===== src/rtl/wt_pkg.sv =====
package wt_pkg;
   // How the volume scaling is built.
   typedef enum logic [0:0] {
      MUL_OPERATOR = 1'b0,  // single multiply operator
      MUL_SHIFTADD = 1'b1   // explicit partial products, one per volume bit
   } mul_style_e;

   localparam int unsigned CNT_W_DEF  = 16;
   localparam int unsigned FRAC_W_DEF = 4;
   localparam int unsigned PTR_W_DEF  = 8;
   localparam int unsigned DEPTH_DEF  = 64;
   localparam int unsigned VOL_W_DEF  = 4;
   localparam int unsigned SMP_W_DEF  = 8;
endpackage


===== src/rtl/wt_phase_acc.sv =====
module wt_phase_acc #(
   parameter int unsigned CNT_W  = wt_pkg::CNT_W_DEF,
   parameter int unsigned FRAC_W = wt_pkg::FRAC_W_DEF
) (
   input  logic             clk,
   input  logic             rst,
   input  logic             tick,
   input  logic [CNT_W-1:0] step,
   input  logic [CNT_W-1:0] period,
   output logic [CNT_W-1:0] cnt_q,
   output logic             adv
);
   localparam int unsigned INT_W = CNT_W - FRAC_W;

   if (FRAC_W >= CNT_W) begin : g_bad_frac
      $error("wt_phase_acc: FRAC_W must be below CNT_W");
   end
   if (INT_W < 1) begin : g_bad_int
      $error("wt_phase_acc: no integer bits left");
   end

   logic [CNT_W:0]   diff;
   logic             borrow;
   logic [CNT_W-1:0] reload;
   logic [CNT_W-1:0] cnt_d;

   always_comb begin
      diff   = {1'b0, cnt_q} - {1'b0, step};
      borrow = diff[CNT_W];
      reload = diff[CNT_W-1:0] + period;
      adv    = tick & borrow;
      cnt_d  = cnt_q;
      if (tick) begin
         cnt_d = borrow ? reload : diff[CNT_W-1:0];
      end
   end

   always_ff @(posedge clk) begin
      if (rst) cnt_q <= '0;
      else     cnt_q <= cnt_d;
   end

   AST_CNT_RESET: assert property (@(posedge clk) rst |=> cnt_q == '0);
   AST_CNT_HOLD: assert property (@(posedge clk) disable iff (rst)
      !tick |=> $stable(cnt_q));
   AST_CNT_STEP: assert property (@(posedge clk) disable iff (rst)
      (tick && cnt_q >= step) |=> cnt_q == CNT_W'($past(cnt_q) - $past(step)));
   AST_CNT_RELOAD: assert property (@(posedge clk) disable iff (rst)
      (tick && cnt_q < step) |=>
         cnt_q == CNT_W'($past(cnt_q) - $past(step) + $past(period)));
   AST_ADV_NEEDS_TICK: assert property (@(posedge clk) disable iff (rst)
      adv |-> tick);
endmodule


===== src/rtl/wt_ptr_win.sv =====
module wt_ptr_win #(
   parameter int unsigned PTR_W = wt_pkg::PTR_W_DEF
) (
   input  logic             clk,
   input  logic             rst,
   input  logic             adv,
   input  logic [PTR_W-1:0] start,
   input  logic [PTR_W-1:0] last,
   output logic [PTR_W-1:0] ptr_q,
   output logic [PTR_W-1:0] ptr_nxt
);
   if (PTR_W < 1 || PTR_W > 16) begin : g_bad_ptr
      $error("wt_ptr_win: PTR_W out of range");
   end

   logic [PTR_W:0]   inc;
   logic             past_end;
   logic [PTR_W-1:0] stepped;

   always_comb begin
      inc      = {1'b0, ptr_q} + 1'b1;
      past_end = inc > {1'b0, last};
      stepped  = past_end ? start : inc[PTR_W-1:0];
      if (rst)      ptr_nxt = start;
      else if (adv) ptr_nxt = stepped;
      else          ptr_nxt = ptr_q;
   end

   always_ff @(posedge clk) begin
      ptr_q <= ptr_nxt;
   end

   AST_PTR_RESET: assert property (@(posedge clk) rst |=> ptr_q == $past(start));
   AST_PTR_HOLD: assert property (@(posedge clk) disable iff (rst)
      !adv |=> $stable(ptr_q));
   AST_PTR_WRAP: assert property (@(posedge clk) disable iff (rst)
      (adv && ptr_q >= last) |=> ptr_q == $past(start));
   AST_PTR_ADV: assert property (@(posedge clk) disable iff (rst)
      (adv && ptr_q < last) |=> ptr_q == PTR_W'($past(ptr_q) + 1'b1));
endmodule


===== src/rtl/wt_wave_ram.sv =====
module wt_wave_ram #(
   parameter int unsigned PTR_W = wt_pkg::PTR_W_DEF,
   parameter int unsigned DEPTH = wt_pkg::DEPTH_DEF,
   parameter int unsigned SMP_W = wt_pkg::SMP_W_DEF
) (
   input  logic             clk,
   input  logic             wr_en,
   input  logic [PTR_W-1:0] wr_addr,
   input  logic [SMP_W-1:0] wr_data,
   input  logic [PTR_W-1:0] rd_addr,
   output logic [SMP_W-1:0] rd_data
);
   localparam int unsigned AW = (DEPTH > 1) ? $clog2(DEPTH) : 1;
   localparam logic [PTR_W:0] DEPTH_V = (PTR_W+1)'(DEPTH);

   if (DEPTH < 2 || DEPTH > (1 << PTR_W)) begin : g_bad_depth
      $error("wt_wave_ram: DEPTH must be 2..2**PTR_W");
   end
   if ((1 << AW) != DEPTH) begin : g_bad_pow2
      $error("wt_wave_ram: DEPTH must be a power of two");
   end

   logic [SMP_W-1:0] mem [DEPTH];
   logic             wr_hit;
   logic             rd_hit;

   assign wr_hit = wr_en && ({1'b0, wr_addr} < DEPTH_V);
   assign rd_hit = {1'b0, rd_addr} < DEPTH_V;

   // One write port per entry, decoded from the low address bits.
   for (genvar e = 0; e < DEPTH; e++) begin : g_ent
      always_ff @(posedge clk) begin
         if (wr_hit && wr_addr[AW-1:0] == AW'(e)) mem[e] <= wr_data;
      end
   end

   assign rd_data = rd_hit ? mem[rd_addr[AW-1:0]] : '0;

   AST_RD_OOR_ZERO: assert property (@(posedge clk)
      !rd_hit |-> rd_data == '0);
endmodule


===== src/rtl/wt_scale.sv =====
module wt_scale #(
   parameter int unsigned          VOL_W = wt_pkg::VOL_W_DEF,
   parameter int unsigned          SMP_W = wt_pkg::SMP_W_DEF,
   parameter wt_pkg::mul_style_e   STYLE = wt_pkg::MUL_OPERATOR,
   localparam int unsigned         OUT_W = VOL_W + SMP_W
) (
   input  logic [VOL_W-1:0] vol,
   input  logic [SMP_W-1:0] smp,
   output logic [OUT_W-1:0] prod
);
   if (VOL_W < 1 || SMP_W < 1) begin : g_bad_w
      $error("wt_scale: widths must be positive");
   end

   if (STYLE == wt_pkg::MUL_OPERATOR) begin : g_op
      assign prod = OUT_W'(vol) * OUT_W'(smp);
   end else begin : g_sa
      logic [OUT_W-1:0] part [VOL_W];
      for (genvar b = 0; b < VOL_W; b++) begin : g_part
         assign part[b] = vol[b] ? (OUT_W'(smp) << b) : '0;
      end
      always_comb begin
         prod = '0;
         for (int b = 0; b < VOL_W; b++) prod = prod + part[b];
      end
   end
endmodule


===== src/rtl/wt_voice.sv =====
module wt_voice #(
   parameter int unsigned        CNT_W     = wt_pkg::CNT_W_DEF,
   parameter int unsigned        FRAC_W    = wt_pkg::FRAC_W_DEF,
   parameter int unsigned        PTR_W     = wt_pkg::PTR_W_DEF,
   parameter int unsigned        DEPTH     = wt_pkg::DEPTH_DEF,
   parameter int unsigned        VOL_W     = wt_pkg::VOL_W_DEF,
   parameter int unsigned        SMP_W     = wt_pkg::SMP_W_DEF,
   parameter wt_pkg::mul_style_e MUL_STYLE = wt_pkg::MUL_OPERATOR,
   localparam int unsigned       OUT_W     = VOL_W + SMP_W
) (
   input  logic             clk,
   input  logic             rst,
   input  logic             tick,
   input  logic [CNT_W-1:0] tune_step,
   input  logic [CNT_W-1:0] period,
   input  logic [PTR_W-1:0] win_start,
   input  logic [PTR_W-1:0] win_last,
   input  logic [VOL_W-1:0] volume,
   input  logic             wr_en,
   input  logic [PTR_W-1:0] wr_addr,
   input  logic [SMP_W-1:0] wr_data,
   output logic [OUT_W-1:0] sample_out,
   output logic [CNT_W-1:0] phase_cnt,
   output logic [PTR_W-1:0] wave_ptr
);
   logic             adv;
   logic [PTR_W-1:0] ptr_nxt;
   logic [SMP_W-1:0] entry;
   logic [OUT_W-1:0] prod;

   wt_phase_acc #(.CNT_W(CNT_W), .FRAC_W(FRAC_W)) u_acc (
      .clk(clk), .rst(rst), .tick(tick), .step(tune_step), .period(period),
      .cnt_q(phase_cnt), .adv(adv)
   );

   wt_ptr_win #(.PTR_W(PTR_W)) u_ptr (
      .clk(clk), .rst(rst), .adv(adv), .start(win_start), .last(win_last),
      .ptr_q(wave_ptr), .ptr_nxt(ptr_nxt)
   );

   wt_wave_ram #(.PTR_W(PTR_W), .DEPTH(DEPTH), .SMP_W(SMP_W)) u_ram (
      .clk(clk), .wr_en(wr_en), .wr_addr(wr_addr), .wr_data(wr_data),
      .rd_addr(ptr_nxt), .rd_data(entry)
   );

   wt_scale #(.VOL_W(VOL_W), .SMP_W(SMP_W), .STYLE(MUL_STYLE)) u_scale (
      .vol(volume), .smp(entry), .prod(prod)
   );

   always_ff @(posedge clk) begin
      if (rst)       sample_out <= '0;
      else if (tick) sample_out <= prod;
   end

   AST_OUT_RESET: assert property (@(posedge clk) rst |=> sample_out == '0);
   AST_OUT_HOLD: assert property (@(posedge clk) disable iff (rst)
      !tick |=> $stable(sample_out));
   AST_OUT_MUTE: assert property (@(posedge clk) disable iff (rst)
      (tick && volume == '0) |=> sample_out == '0);
endmodule


===== config.mk =====
export PLATFORM = sky130hd
export DESIGN_NAME = wt_voice
export DESIGN_NICKNAME = d
export VERILOG_FILES = /design/src/rtl/wt_pkg.sv /design/src/rtl/wt_phase_acc.sv /design/src/rtl/wt_ptr_win.sv /design/src/rtl/wt_wave_ram.sv /design/src/rtl/wt_scale.sv /design/src/rtl/wt_voice.sv
export SDC_FILE = /design/constraint.sdc
export NUM_CORES = 1
export LEC_CHECK = 0
export BUFFER_PORTS_ARGS = -buffer_cell sky130_fd_sc_hd__buf_2
export CORE_MARGIN = 2
export CORE_UTILIZATION = 58
export CTS_BUF_LIST = sky130_fd_sc_hd__clkbuf_4
export CTS_CLUSTER_SIZE = 28
export DETAILED_ROUTE_END_ITERATION = 7
export HOLD_SLACK_MARGIN = 0.08
export PLACE_DENSITY = 0.88
export SYNTH_ARGS = -nofsm -noshare
export SYNTH_HDL_FRONTEND = slang
export SYNTH_HIERARCHICAL = 1
export SYNTH_SLANG_ARGS = --single-unit

===== constraint.sdc =====
create_clock -name clk -period 8.6 [get_ports clk]
set_input_delay 1.72 -clock clk [delete_from_list [all_inputs] [get_ports clk]]
set_output_delay 1.72 -clock clk [all_outputs]
set_load 0.005 [all_outputs]

======== After elaboration in Yosys (flattened, before gate mapping) ========
Memory sizes are Yosys's and may differ from the RTL's.
Cells that the tools add are included.
word-level totals
  logic and storage cells ................. 526
  bits in registers ....................... 36
  memories ................................ 1
  ROM bits ................................ 0
  input port bits ......................... 72
  memory bits (writable) .................. 512
  latch bits .............................. 0
  output and inout bits ................... 36
operators by class
  muxes and demuxes ....................... 322
  $add $sub $neg .......................... 3
  $mul .................................... 1
  div/mod/pow operators ................... 0
  eq/ne operators ......................... 63
  shift operators ......................... 0
  reductions and logical operators ........ 129
  bitwise gates (word level) .............. 1
  $lt $le $gt $ge ......................... 3
memory list
  name       words  width  read ports  clocked after Yosys merged registers in  wr ports  RTL line           RTL
  u_ram.mem  64     8      1           0                                        1         wt_wave_ram.sv:23  logic [SMP_W-1:0] mem [DEPTH];
operators with widths
  operator             count
  $mux 8               67
  $reduce_or 8->1      63
  $mux 6               63
  $eq 6x6->1 const B   32
  $mux 1               191
  $eq 6x5->1 const B   16
  $logic_and 1x1->1    65
  $eq 6x4->1 const B   8
  $eq 6x3->1 const B   4
  $sub 16x16->17       1
  $add 16x16->16       1
  $lt 8x7->1 const B   2
  $mux 16              1
  $eq 6x2->1 const B   2
  $mul 4x8->12         1
  $add 8x1->9 const B  1
  $gt 9x8->1           1
  $eq 6x1->1 const B   1
  $logic_not 6->1      1
  $and 1x1->1          1

======== Longest topological paths before layout ========
Gate-level depths: netlist (run 1).
  depth after elaboration ................. 69
  gate-level depth with buffers ........... 37
  depth with buffers taken out ............ 31

======== By module ========
The synthesis (run 1) kept the hierarchy.
by module, submodules not included
  module        area each (µm²)  seq. area each (µm²)  cells an instance  instances
  wt_wave_ram   20099.3          15374.7               947                1
  wt_phase_acc  2306.0           320.3                 312                1
  wt_scale      928.4            0.0                   110                1
  wt_ptr_win    848.3            160.2                 101                1
  wt_voice      420.4            240.2                 38                 1

======== Least setup slack after synthesis (run 1) ========
OpenSTA, ideal clock, no wires.
  kind .................................... input-to-reg
  from .................................... input port tune_step[0]
  to ...................................... register sample_out[11]
  data required time ...................... 8.486 ns
  buffers on the path ..................... 6
  setup time .............................. 0.114 ns
  data arrival time ....................... 8.369 ns
  slack ................................... 0.117 ns
  stages .................................. 35
  cell sequence ........................... ha_1 > inv_1 > fa_1 > a211oi_1 > nor3_2 > o2111ai_1 > and3_1 > buf_6 > buf_2 > and2_1 > clkbuf_1 > nor2_1 > a21oi_1 > o21ba_2 > buf_6 > buf_6 > buf_4 > mux4_2 > mux2i_1 > nand3_1 > nand3_1 > o41ai_1 > and2_1 > fa_1 > inv_1 > fa_1 > inv_1 > ha_1 > and3_4 > a2111oi_4 > o21ai_1 > a21oi_1 > xnor2_1 > mux2i_1 > nor2_1
between the ends
  word-level cells in the longest chain between the ends .. 7
  elaborated cells on any way between the ends .. 8
  those cells by class .................... 1 x add/sub; 1 x mul; 1 x order compare; 3 x mux; 1 x bitwise; 1 x memory
ends and longest elaborated chain
  item                                               RTL line            RTL
  start: declaration                                 wt_voice.sv:14      input logic [CNT_W-1:0] tune_step,
  $sub 16x16->17 *                                   wt_phase_acc.sv:28  diff = {1'b0, cnt_q} - {1'b0, step};
  $and 1x1->1 *                                      wt_phase_acc.sv:31  adv = tick & borrow;
  via adv                                            wt_voice.sv:26      logic adv;
  $mux 8 *                                           wt_ptr_win.sv:25    else if (adv) ptr_nxt = stepped;
  $mux 8 *                                           wt_ptr_win.sv:24    if (rst) ptr_nxt = start;
  via ptr_nxt[0]                                     wt_voice.sv:27      logic [PTR_W-1:0] ptr_nxt;
  $mem_v2 64x8 / $lt 8x7->1 (equally long branches)  --
  $mux 8 *                                           wt_wave_ram.sv:37   assign rd_data = rd_hit ? mem[rd_addr[AW-1:0]] : '0;
  via entry[2]                                       wt_voice.sv:28      logic [SMP_W-1:0] entry;
  $mul 4x8->12 *                                     wt_scale.sv:16      assign prod = OUT_W'(vol) * OUT_W'(smp);
  via prod[11]                                       wt_voice.sv:29      logic [OUT_W-1:0] prod;
  end signal: assignment                             wt_voice.sv:52      else if (tick) sample_out <= prod;
  end: declaration                                   wt_voice.sv:22      output logic [OUT_W-1:0] sample_out,
Mark *: on every way through the listed nets, which the timed path passes. The rest lies on a longest branch.
A chain may end at the register's enable or synchronous reset.

======== Worst setup path after layout (run 1) ========
  from .................................... input port tune_step[0]
  to ...................................... register sample_out[10]
The elaborated chain is that of the path after synthesis.

==> results.tsv, run 1 <==
stage	metric	value	unit
timing	skew	0.0525	ns
synth	syn_inst	1508	
global_routing	grt_antenna_before_repair	4	
global_routing	grt_pass1_wl	89100	um
clock_tree	clock_sinks	548	
synth	synth_seq_area_share	65.4	%
synth	synthArstFlopShare	0	%
clock_tree	cts_root_buf	clkbuf_4	
power_and_ir_drop	ir_worst_vdd	177	uV
critical_path	end_kind	flop	
job	drv_cap	0	
synth	syn_area_per_cell	16.3	um2
worst_hold_path	min_to	u_acc/cnt_q[15]$_SDFFE_PP0P_	
clock_tree	clkTransAtPathRegs	0.07	ns
clock_tree	holdBufCountCts	0	
global_routing	grt-ovfl-total	0	
critical_path	crit_path_max_incr_delay	0.54	ns
synth	synth-simple-area-share	6.72	%
critical_path	critPathLaunchType	input pin	
critical_path	rrSetupSlack	0.85	ns
clock_tree	postCtsSetupBuffers	0	
critical_path	cp_data_arrival_time	8.84	ns
floorplan	die_w	210	um
critical_path	critical_path_class	in2reg	
clock_tree	cts_resized	0	
floorplan	core_area	41900	um2
timing	maxClockFrequency	122	MHz
power_and_ir_drop	p_leak	0.00999	uW
cells_and_area	finalNonFillerCells	2405	
timing	slew_viol_final	0	
synth	syn-cell-area	24600	um2
clock_tree	cts_tree	done	
status	violations	DRC	
floorplan	row_count	75	
timing	rsz0062_at_grt	no	
placement	placed_cells	2170	
placement	place.gp.congestion	0.925	
synth	synth_edf_count	512	
cells_and_area	fin_nets	1914	
global_routing	grt_max_degree	65	
cells_and_area	stdcell_area	27900	um2
synth	synth_fa_ha_area_share	4.14	%
timing	fin_hold_ws	0.493	ns
timing	relSlewSlack	15.7	%
synth	synth_cell_types	78	
synth	synthMuxAreaShare	13.8	%
drt	vias_per_cell	6.42	
placement	port_buffers	107	
critical_path	r2r_start	u_ptr/ptr_q[0]$_DFF_P_	
global_routing	grt_util_all_layers	27.0	%
critical_path	cp_max_fo	24	
critical_path	cp_slowest_cell	fa_1	
critical_path	r2r-end	sample_out[10]$_SDFFE_PP0P_	
timing	hold_viol	0	
clock_tree	clock_path_buffers	3	
cells_and_area	final_common_cell	edfxtp_1	
synth	synth_xor_area_share	1.28	%
cells_and_area	area_delta_synth_final	13.5	%
floorplan	initial_core_util	58.7	%
timing	tightest_slew	1.26	ns
status	status	finished with violations	
critical_path	critical_path.top_delay_family	compound AO/OA/AOI/OAI gates	
global_routing	grt_pass1_vias	15400	
synth	yosysWarnings	6	
floorplan	die_h	210	um
floorplan	dieArea	44100	um2
drt	drc	2	
clock_tree	clk_latency	0.82	ns
synth	synth_ff_type	edfxtp_1	
drt	drtIter0Drc	1979	
critical_path	critPathBufInv	8	
timing	final-setup-viol-count	0	
cells_and_area	final_core_util	66.6	%
placement	dp_hpwl	38200	um
timing	period_share	95.2	%
clock_tree	numCtsBuffers	136	
synth	synth_compound_area_share	6.10	%
floorplan	ios	108	
critical_path	r2r_cells	29	
drt	wl_per_cell	24.3	um
worst_hold_path	holdPathStages	2	
synth	synth_top_family_by_area	multiplexers	
power_and_ir_drop	power_density	331	nW/um2
clock_tree	htreeDepth	4	
synth	ys_ff_latch	548	
drt	ant_nets	0	
timing	period_minus_slack	8.19	ns
cells_and_area	drive_gt1_share	29.8	%
cells_and_area	final_cell_mix	edfxtp_1 (512), clkbuf_4 (192), nor2_1 (122)	
placement	dpl_cell_area	26200	um2
critical_path	required	9.25	ns
worst_hold_path	min-delay-start	u_acc/cnt_q[15]$_SDFFE_PP0P_	
drt	wl	58500	um
synth	syn_nets	1653	
worst_hold_path	min_path_type	reg2reg	
drt	dr.pass1.iters	8	
drt	vias	15500	
==> layer usage <==
metal  GRT usage, %  wire, um  up-vias
met4           10.9      2170        4
met1           35.9     21600     7575
met3           7.15      6700      178
met2           43.1     28000     1133
met5              0        24        -
li1               -         -     6560
==> worst min-delay path, stage by stage, from the launching register on <==
cell and delay (ns):
dfxtp_1 0.32, nand2_1 0.06, o31ai_1 0.06
==> synth_stat cells, types with 14 or more instances <==
cell type	number	area, um2
o21ai_0	17	85.1
nand2_1	83	312
inv_1	56	210
o22ai_1	19	119
nor2_1	122	458
nor2b_1	18	113
a211oi_1	19	143
dfxtp_1	36	721
buf_2	18	90.1
mux2i_1	35	350
a21o_1	15	113
nand3_1	22	110
xnor2_1	24	210
and2_1	26	163
mux2_2	19	214
nor3_1	15	75.1
a21oi_1	46	230
mux4_2	117	2640
clkbuf_1	25	93.8
ha_1	59	738
fa_1	14	280
edfxtp_1	512	15400
==> report_power, final <==
group	total, uW	internal [uW]	switching [uW]
Sequential	3060	2980	73.6
Clock	2190	1180	1010
Combinational	4010	1870	2140
Total	9250	6030	3220
==> state kept, by name, indices dropped and copies added (netlist names) <==
| register | cells |
|---|---|
| u_acc/cnt_q | 16 |
| u_ram/mem | 512 |
| sample_out | 12 |
| u_ptr/ptr_q | 8 |
==> cell type report <==
cell class | instances | area [um2]
Sequential cell | 548 | 16100
Tap cell | 539 | 674
Clock buffer | 192 | 1440
Antenna cell | 2 | 5.00
Clock inverter | 41 | 307
Multi-Input combinational cell | 837 | 7900
Timing Repair Buffer | 190 | 1300
Inverter | 56 | 210
Fill cell | 2665 | 14000
==> kinds of logic (layout without fill, tap and decap cells) <==
family | after synthesis | count (layout)
simple gates | 344 | 344
compound gates | 206 | 206
xor+xnor | 36 | 36
mux | 178 | 178
fa+ha+maj | 73 | 73
flops | 548 | 548
other cells | 0 | 2
buf+inv | 123 | 479
==> stage by stage <==
step	setup TNS [ns]	setup WS (ns)	total power, uW
after floorplan	0	0.117	5830
after global placement	-0.0124	-0.0124	6890
after detailed placement	-0.262	-0.0948	7030
after CTS	0	0.589	9240
after global routing	0	0.0795	9710
final	0	0.409	9250
==> how the worst max path moves through the flow <==
stage / startpoint / end / depth (start not counted)
final: tune_step[0] / sample_out[10]$_SDFFE_PP0P_ / 32
after CTS: tune_step[0] / sample_out[10]$_SDFFE_PP0P_ / 33
after detailed placement: tune_step[0] / sample_out[11]$_SDFFE_PP0P_ / 33
after global routing: tune_step[0] / sample_out[11]$_SDFFE_PP0P_ / 33
after global placement: tune_step[0] / sample_out[11]$_SDFFE_PP0P_ / 32
after floorplan: tune_step[0] / sample_out[11]$_SDFFE_PP0P_ / 35
No activity file was read; power rests on OpenSTA's default activity.
==> run 2, diff against run 1 <==
--- a/config.mk
+++ b/config.mk
@@ -6,13 +6,14 @@
 export NUM_CORES = 1
 export LEC_CHECK = 0
 export BUFFER_PORTS_ARGS = -buffer_cell sky130_fd_sc_hd__buf_2
+export CORE_ASPECT_RATIO = 1.75
 export CORE_MARGIN = 2
-export CORE_UTILIZATION = 58
-export CTS_BUF_LIST = sky130_fd_sc_hd__clkbuf_4
+export CORE_UTILIZATION = 56
+export CTS_BUF_LIST = sky130_fd_sc_hd__clkbuf_4 sky130_fd_sc_hd__clkbuf_8 sky130_fd_sc_hd__clkbuf_16
 export CTS_CLUSTER_SIZE = 28
 export DETAILED_ROUTE_END_ITERATION = 7
 export HOLD_SLACK_MARGIN = 0.08
-export PLACE_DENSITY = 0.88
+export PLACE_DENSITY = 0.85
 export SYNTH_ARGS = -nofsm -noshare
 export SYNTH_HDL_FRONTEND = slang
 export SYNTH_HIERARCHICAL = 1
==> run 2 against run 1 <==
Net effect:
- the flow still finishes with violations (DRC)
- combinational power up 7.0%
- sequential cell count unchanged
- fmax down 2.3%
- sequential power about the same
- critical path type unchanged
- largest power group unchanged
==> results.tsv, run 2 (synthesis results as in run 1) <==
stage	metric	value	unit	change
drt	wl_per_cell	28.5	um	+17%
placement	dp_hpwl	42700	um	+12%
floorplan	dieArea	45700	um2	+3.7%
cells_and_area	register_area	16100	um2	unchanged
cells_and_area	final_cell_mix	edfxtp_1 (512), nor2_1 (122), mux4_2 (117)		
cells_and_area	final_core_util	64.3	%	-2.3 points
timing	period_minus_slack	8.38	ns	+0.190 ns
critical_path	critPathLaunchType	input pin		
critical_path	crit_start	tune_step[0]		
timing	maxClockFrequency	119	MHz	-2.3%
clock_tree	clkTransAtPathRegs	0.07	ns	about the same
worst_hold_path	min-delay-start	u_acc/cnt_q[15]$_SDFFE_PP0P_		
timing	fin_hold_ws	0.491	ns	-0.00208 ns
global_routing	grt_pass1_wl	95100	um	+6.8%
timing	final-setup-viol-count	0		unchanged
floorplan	core_area	43300	um2	+3.3%
cells_and_area	area_delta_synth_final	13.3	%	
timing	relSlewSlack	12.8	%	-2.9 points
cells_and_area	final_common_cell	edfxtp_1		
timing	slew_viol_final	0		unchanged
power_and_ir_drop	total_power	9450	uW	+2.1%
worst_hold_path	holdPathStages	2		unchanged
cells_and_area	stdcell_area	27900	um2	-0.17%
cells_and_area	largest_reg_flops	512		unchanged
clock_tree	cts_root_buf	clkbuf_16		
critical_path	r2r_cells	30		+3.4%
critical_path	critical_path_class	in2reg		
critical_path	cp_max_fo	14		-42%
timing	setup_ws	0.219	ns	-0.190 ns
critical_path	r2r_start	u_ptr/ptr_q[0]$_DFF_P_		
floorplan	row_count	101		+35%
status	status	finished with violations		
timing	skew	0.0174	ns	-0.0352 ns
cells_and_area	nFillCells	2838		+6.5%
critical_path	cp_slowest_cell	fa_1		
power_and_ir_drop	p_leak	0.00982	uW	-1.8%
drt	ant_nets	0		unchanged
cells_and_area	largest_register	u_ram/mem		
clock_tree	clock_path_buffers	3		unchanged
drt	dr.pass1.iters	8		unchanged
global_routing	grt_util_all_layers	28.5	%	+1.5 points
placement	place.gp.congestion	0.975		+5.4%
critical_path	end_kind	flop		
cells_and_area	reg_top3	u_ram/mem: 512 flops, u_acc/cnt_q: 16 flops, sample_out: 12 flops		
critical_path	crit_path_max_incr_delay	0.55	ns	about the same
status	violations	DRC		
drt	drc	5		+3
cells_and_area	drive_gt1_share	25.7	%	-4.1 points
clock_tree	clk_latency	0.59	ns	-0.23 ns
global_routing	grt_antenna_before_repair	1		-3
cells_and_area	diodes	0		-2
floorplan	die_w	162	um	-23%
power_and_ir_drop	ir_worst_vdd	191	uV	+8.3%
cells_and_area	multi_input_area	7970	um2	+0.87%
placement	place_worst_setup_slack	-0.428	ns	-0.334 ns
worst_hold_path	min_path_type	reg2reg		
floorplan	ios	108		unchanged
critical_path	cp_data_arrival_time	8.83	ns	about the same
drt	vias	15200		-1.5%
power_and_ir_drop	power_density	339	nW/um2	+2.2%
cells_and_area	fin_nets	1835		-4.1%
drt	wl	65300	um	+12%
clock_tree	clock_sinks	548		unchanged
clock_tree	cts_tree	done		
placement	port_buffers	107		unchanged
global_routing	grt-ovfl-total	0		unchanged
timing	period_share	97.5	%	+2.2 points
global_routing	grt_pass1_vias	15600		+1.0%
global_routing	grt_max_degree	65		unchanged
drt	drtIter0Drc	1985		+0.30%
timing	hold_viol	0		unchanged
drt	vias_per_cell	6.64		+3.4%
placement	dpl_cell_area	26200	um2	+0.27%
timing	tightest_slew	1.31	ns	+0.0429 ns
floorplan	initial_core_util	56.8	%	-1.9 points
job	drv_cap	0		unchanged
clock_tree	htreeDepth	2		-2
floorplan	die_h	281	um	+34%
critical_path	required	9.05	ns	-0.20 ns
clock_tree	numCtsBuffers	46		-66%
clock_tree	holdBufCountCts	0		unchanged
## run 2: worst paths after layout
check,endpoint,slack (ns)
hold reg to reg,u_acc/cnt_q[15]$_SDFFE_PP0P_,0.49
hold / removal,u_acc/cnt_q[15]$_SDFFE_PP0P_,0.49
setup / recovery,sample_out[9]$_SDFFE_PP0P_,0.22
setup reg to reg,sample_out[9]$_SDFFE_PP0P_,0.52
## run 2: power breakdown
part	switching, uW	internal, uW
Sequential	74.8	2980
Combinational	2340	1950
Clock	942	1160
## run 2: critical path, delay by kind of cell
| family | cells | cell delay (ns) |
|---|---|---|
| adder cells (fa/ha/maj) | 5 | 1.87 |
| XOR/XNOR | 1 | 0.09 |
| AO/OA/AOI/OAI | 8 | 1.81 |
| AND/OR/NAND/NOR | 9 | 1.53 |
| buffers and inverters | 6 | 0.86 |
| multiplexers | 4 | 0.92 |
## run 2: layout make-up
type                    instances  share of cell area (%)
well taps                     566                    2.54
clock inverters                27                   0.942
clock buffers                  55                    4.43
flip-flops and latches        548                    57.7
multi-input cells             838                    28.6
repair buffers                200                    5.03
inverters                      56                   0.754
## run 2: per-layer routing
| metal | part of all wire [%] | GRT usage, % | wire length, um | vias to the layer above |
|---|---|---|---|---|
| met5 | 0.020 | 0 | 13 | - |
| met3 | 9.1 | 5.37 | 5970 | 344 |
| met4 | 8.7 | 20.0 | 5690 | 2 |
| met1 | 31 | 30.2 | 20200 | 7475 |
| met2 | 51 | 50.9 | 33400 | 1091 |
| li1 | - | - | - | 6302 |
## run 2: through the flow
step,cells,setup TNS [ns]
floorplan,1508,0
global placement,2202,-0.0967
detailed placement,2202,-1.76
CTS,2284,0
global route,2290,-0.0483
finish,2290,0
## run 2: timing repair
item,4_1_cts,5_1_grt
buffers inserted,0,4
resized for setup,0,11
setup endpoints to repair,0,5
==> run 3, diff against run 2 <==
--- a/config.mk
+++ b/config.mk
@@ -5,6 +5,7 @@
 export SDC_FILE = /design/constraint.sdc
 export NUM_CORES = 1
 export LEC_CHECK = 0
+export ABC_AREA = 1
 export BUFFER_PORTS_ARGS = -buffer_cell sky130_fd_sc_hd__buf_2
 export CORE_ASPECT_RATIO = 1.75
 export CORE_MARGIN = 2
==> run 3 against run 2 <==
Net effect:
- the flow still finishes with violations (DRC)
- routed wire length rose by 2.6%
- worst setup slack gained 0.36 ns
- final area is 2.3% higher
- critical path depth up 6
- via count up 30%
- worst hold slack worse by 0.020 ns
- sequential cell count did not move
- global-route usage shrank 1.3 points
- sequential power down 2%
- die area grew 6.2%
- critical endpoint is now sample_out[8]$_SDFFE_PP0P_
- largest cell class unchanged
==> results.tsv, run 3 <==
stage	metric	value	unit	change
status	status	finished with violations		
status	violations	DRC		
cells_and_area	final_cell_mix	nand2_1 (938), edfxtp_1 (512), nand3_1 (492)		
timing	tightest_slew	1.22	ns	-0.0833 ns
clock_tree	clk_latency	0.57	ns	-0.02 ns
floorplan	dieArea	48500	um2	+6.2%
timing	skew	0.0225	ns	+0.00515 ns
drt	wl_per_cell	20.1	um	-29%
cells_and_area	final_common_cell	nand2_1		
critical_path	cp_max_fo	131		+117
critical_path	end_kind	flop		
cells_and_area	largest_reg_flops	512		unchanged
global_routing	grt_max_degree	132		+100%
synth	syn_area_per_cell	9.86	um2	-40%
clock_tree	clock_path_buffers	3		unchanged
placement	place.gp.congestion	0.929		-4.7%
placement	port_buffers	107		unchanged
floorplan	core_area	46100	um2	+6.3%
worst_hold_path	min_path_type	reg2reg		
critical_path	cp_data_arrival_time	8.51	ns	-0.32 ns
timing	fin_hold_ws	0.471	ns	-0.0203 ns
critical_path	critPathBufInv	8		+2
timing	fin_tns_setup	0	ns	unchanged
power_and_ir_drop	p_int	4890	uW	-20%
global_routing	grt_pass1_vias	19600		+26%
synth	yosysMostFrequentCell	nand2_1		
synth	synth_edf_count	512		unchanged
critical_path	crit_path_max_incr_delay	0.56	ns	about the same
critical_path	crit_path_frequent_cell	nand2_1		
drt	vias	19700		+30%
synth	synth_top_area_cell	edfxtp_1		
clock_tree	cts_tree	done		
critical_path	critPathLaunchType	input pin		
power_and_ir_drop	power_density	259	nW/um2	-23%
cells_and_area	largest_register	u_ram/mem		
power_and_ir_drop	power.share.switching	33.8	%	-1.7 points
synth	syn-cell-area	26200	um2	+6.4%
timing	maxClockFrequency	125	MHz	+4.5%
synth	syn_inst	2654		+76%
drt	wl	67000	um	+2.6%
floorplan	ios	108		unchanged
power_and_ir_drop	p_sw	2500	uW	-25%
timing	setup_ws	0.579	ns	+0.360 ns
synth	netlist_top_cells_count	nand2_1 (939), edfxtp_1 (512), nand3_1 (492)		
drt	dr.pass1.iters	8		unchanged
cells_and_area	nFillCells	3488		+23%
clock_tree	cts_root_buf	clkbuf_16		
drt	drtIter0Drc	2649		+33%
critical_path	required	9.09	ns	+0.04 ns
cells_and_area	fin_nets	2858		+56%
floorplan	initial_core_util	56.8	%	about the same
synth	synth_ff_type	edfxtp_1		
cells_and_area	finalNonFillerCells	3330		+45%
cells_and_area	diodes	0		unchanged
timing	period_share	93.3	%	-4.2 points
clock_tree	holdBufCountCts	0		unchanged
global_routing	grt-ovfl-total	0		unchanged
synth	synth_seq_area_share	61.5	%	-3.9 points
cells_and_area	area_delta_synth_final	8.98	%	
synth	yosys.area.top_type_share	58.8	%	-3.7 points
timing	final-setup-viol-count	0		unchanged
clock_tree	postCtsSetupBuffers	0		unchanged
clock_tree	clock_sinks	548		unchanged
synth	yosysWarnings	6		unchanged
power_and_ir_drop	ir_worst_vdd	148	uV	-22%
critical_path	critical_path_class	in2reg		
global_routing	grt_pass1_wl	104000	um	+8.8%
floorplan	row_count	104		+3.0%
critical_path	critical_path.top_delay_family	simple AND/OR/NAND/NOR gates		
clock_tree	htreeDepth	2		unchanged
synth	yosys-top-cells-area	edfxtp_1 (59%), nand2_1 (13%), nand3_1 (9.4%)		
cells_and_area	drive_gt1_share	9.43	%	-16 points
timing	period_minus_slack	8.02	ns	-0.360 ns
drt	drc	23		+18
global_routing	grt_util_all_layers	27.3	%	-1.3 points
timing	hold_viol	0		unchanged
floorplan	die_w	167	um	+3.1%
cells_and_area	reg_top3	u_ram/mem: 512 flops, u_acc/cnt_q: 16 flops, sample_out: 12 flops		
global_routing	grt_antenna_before_repair	0		-1
placement	placed_cells	3249		+48%
floorplan	die_h	290	um	+3.1%
clock_tree	clkTransAtPathRegs	0.07	ns	about the same
critical_path	cp_slowest_cell	fa_1		
power_and_ir_drop	p_leak	0.0117	uW	+19%
power_and_ir_drop	combinationalPowerShare	30.4	%	-15 points
placement	place_worst_setup_slack	0.118	ns	+0.546 ns
timing	slew_viol_final	0		unchanged
synth	synth_cell_types	42		-46%
timing	rsz0062_at_grt	no		
power_and_ir_drop	clkPwrFrac	29.0	%	+6.8 points
job	drv_cap	0		unchanged
power_and_ir_drop	pwr-share-seq	40.6	%	+8.2 points
placement	dp_hpwl	43600	um	+2.0%
cells_and_area	final_core_util	61.9	%	-2.4 points
timing	relSlewSlack	18.4	%	+5.6 points
clock_tree	numCtsBuffers	45		-2.2%
synth	ys_ff_latch	548		unchanged
clock_tree	cts_resized	0		unchanged
synth	syn_nets	2799		+69%
drt	ant_nets	0		unchanged
drt	vias_per_cell	5.92		-11%
synth	synthArstFlopShare	0	%	unchanged
-- run 3: cell count changes in the layout (fill, tap and decap cells not counted), moves of 19 or more --
cell | previous run | this run
mux2i_1 | 34 | 0
mux2_2 | 19 | 0
mux4_2 | 117 | 0
and2_1 | 26 | 0
nand3_1 | 22 | 492
inv_1 | 56 | 182
nor2_1 | 122 | 145
nand2_1 | 83 | 938
buf_4 | 80 | 23
-- run 3: stage by stage --
stage	power (uW)	cell area (um2)
floorplan	4650	26200
global placement	5170	27000
detailed placement	5240	27000
CTS	7370	28500
global route	7730	28500
finish	7400	28500
-- run 3: layout make-up --
cell class                      count  area [um2]  share of cell area [%]
Sequential cell                   548       16100                    56.4
Multi-Input combinational cell   1788        8540                    29.9
Clock buffer                       54        1210                    4.25
Timing Repair Buffer              139         888                    3.11
Tap cell                          583         729                    2.56
Inverter                          191         723                    2.54
Clock inverter                     27         332                    1.16
-- run 3: path summary, 6_finish.rpt --
path                                    start                           to  slack, ns  cells after the start
setup / recovery                 tune_step[0]   sample_out[8]$_SDFFE_PP0P_       0.58                     39
hold / removal    sample_out[11]$_SDFFE_PP0P_  sample_out[11]$_SDFFE_PP0P_       0.47                      2
setup reg to reg       u_ptr/ptr_q[0]$_DFF_P_   sample_out[8]$_SDFFE_PP0P_       1.16                     36
hold reg to reg   sample_out[11]$_SDFFE_PP0P_  sample_out[11]$_SDFFE_PP0P_       0.47                      2
-- run 3: kinds of logic after synthesis --
| family | synth area share [%] |
|---|---|
| simple gates | 26.0 |
| fa+ha+maj | 3.89 |
| compound gates | 1.93 |
| buf+inv | 5.94 |
| flops | 61.5 |
| xor+xnor | 0.770 |
-- run 3: per-layer routing --
metal,track usage (%),vias to the layer above,part of all wire [%]
met2,49.5,1205,52
li1,-,9005,-
met5,0,-,0
met1,29.4,9216,33
met4,18.6,0,7.5
met3,3.56,294,7.9
-- run 3: worst register-to-register path: cells and delay by family, from the launching register on --
kind                     cells  cell delay [ns]
AND/OR/NAND/NOR             21             2.53
XOR/XNOR                     1             0.26
flip-flops                   1             0.44
AO/OA/AOI/OAI                3             0.99
adder cells (fa/ha/maj)      5             2.11
buffers and inverters        6             1.04
-- run 3: power groups by stage --
stage | registers, uW | logic, uW | clock network (uW)
3_5_place_dp | 3060 | 2180 | 0
3_3_place_gp | 3060 | 2110 | 0
2_1_floorplan | 3050 | 1600 | 0
5_1_grt | 3000 | 2470 | 2250
4_1_cts | 3000 | 2210 | 2160
6_report | 3000 | 2250 | 2150
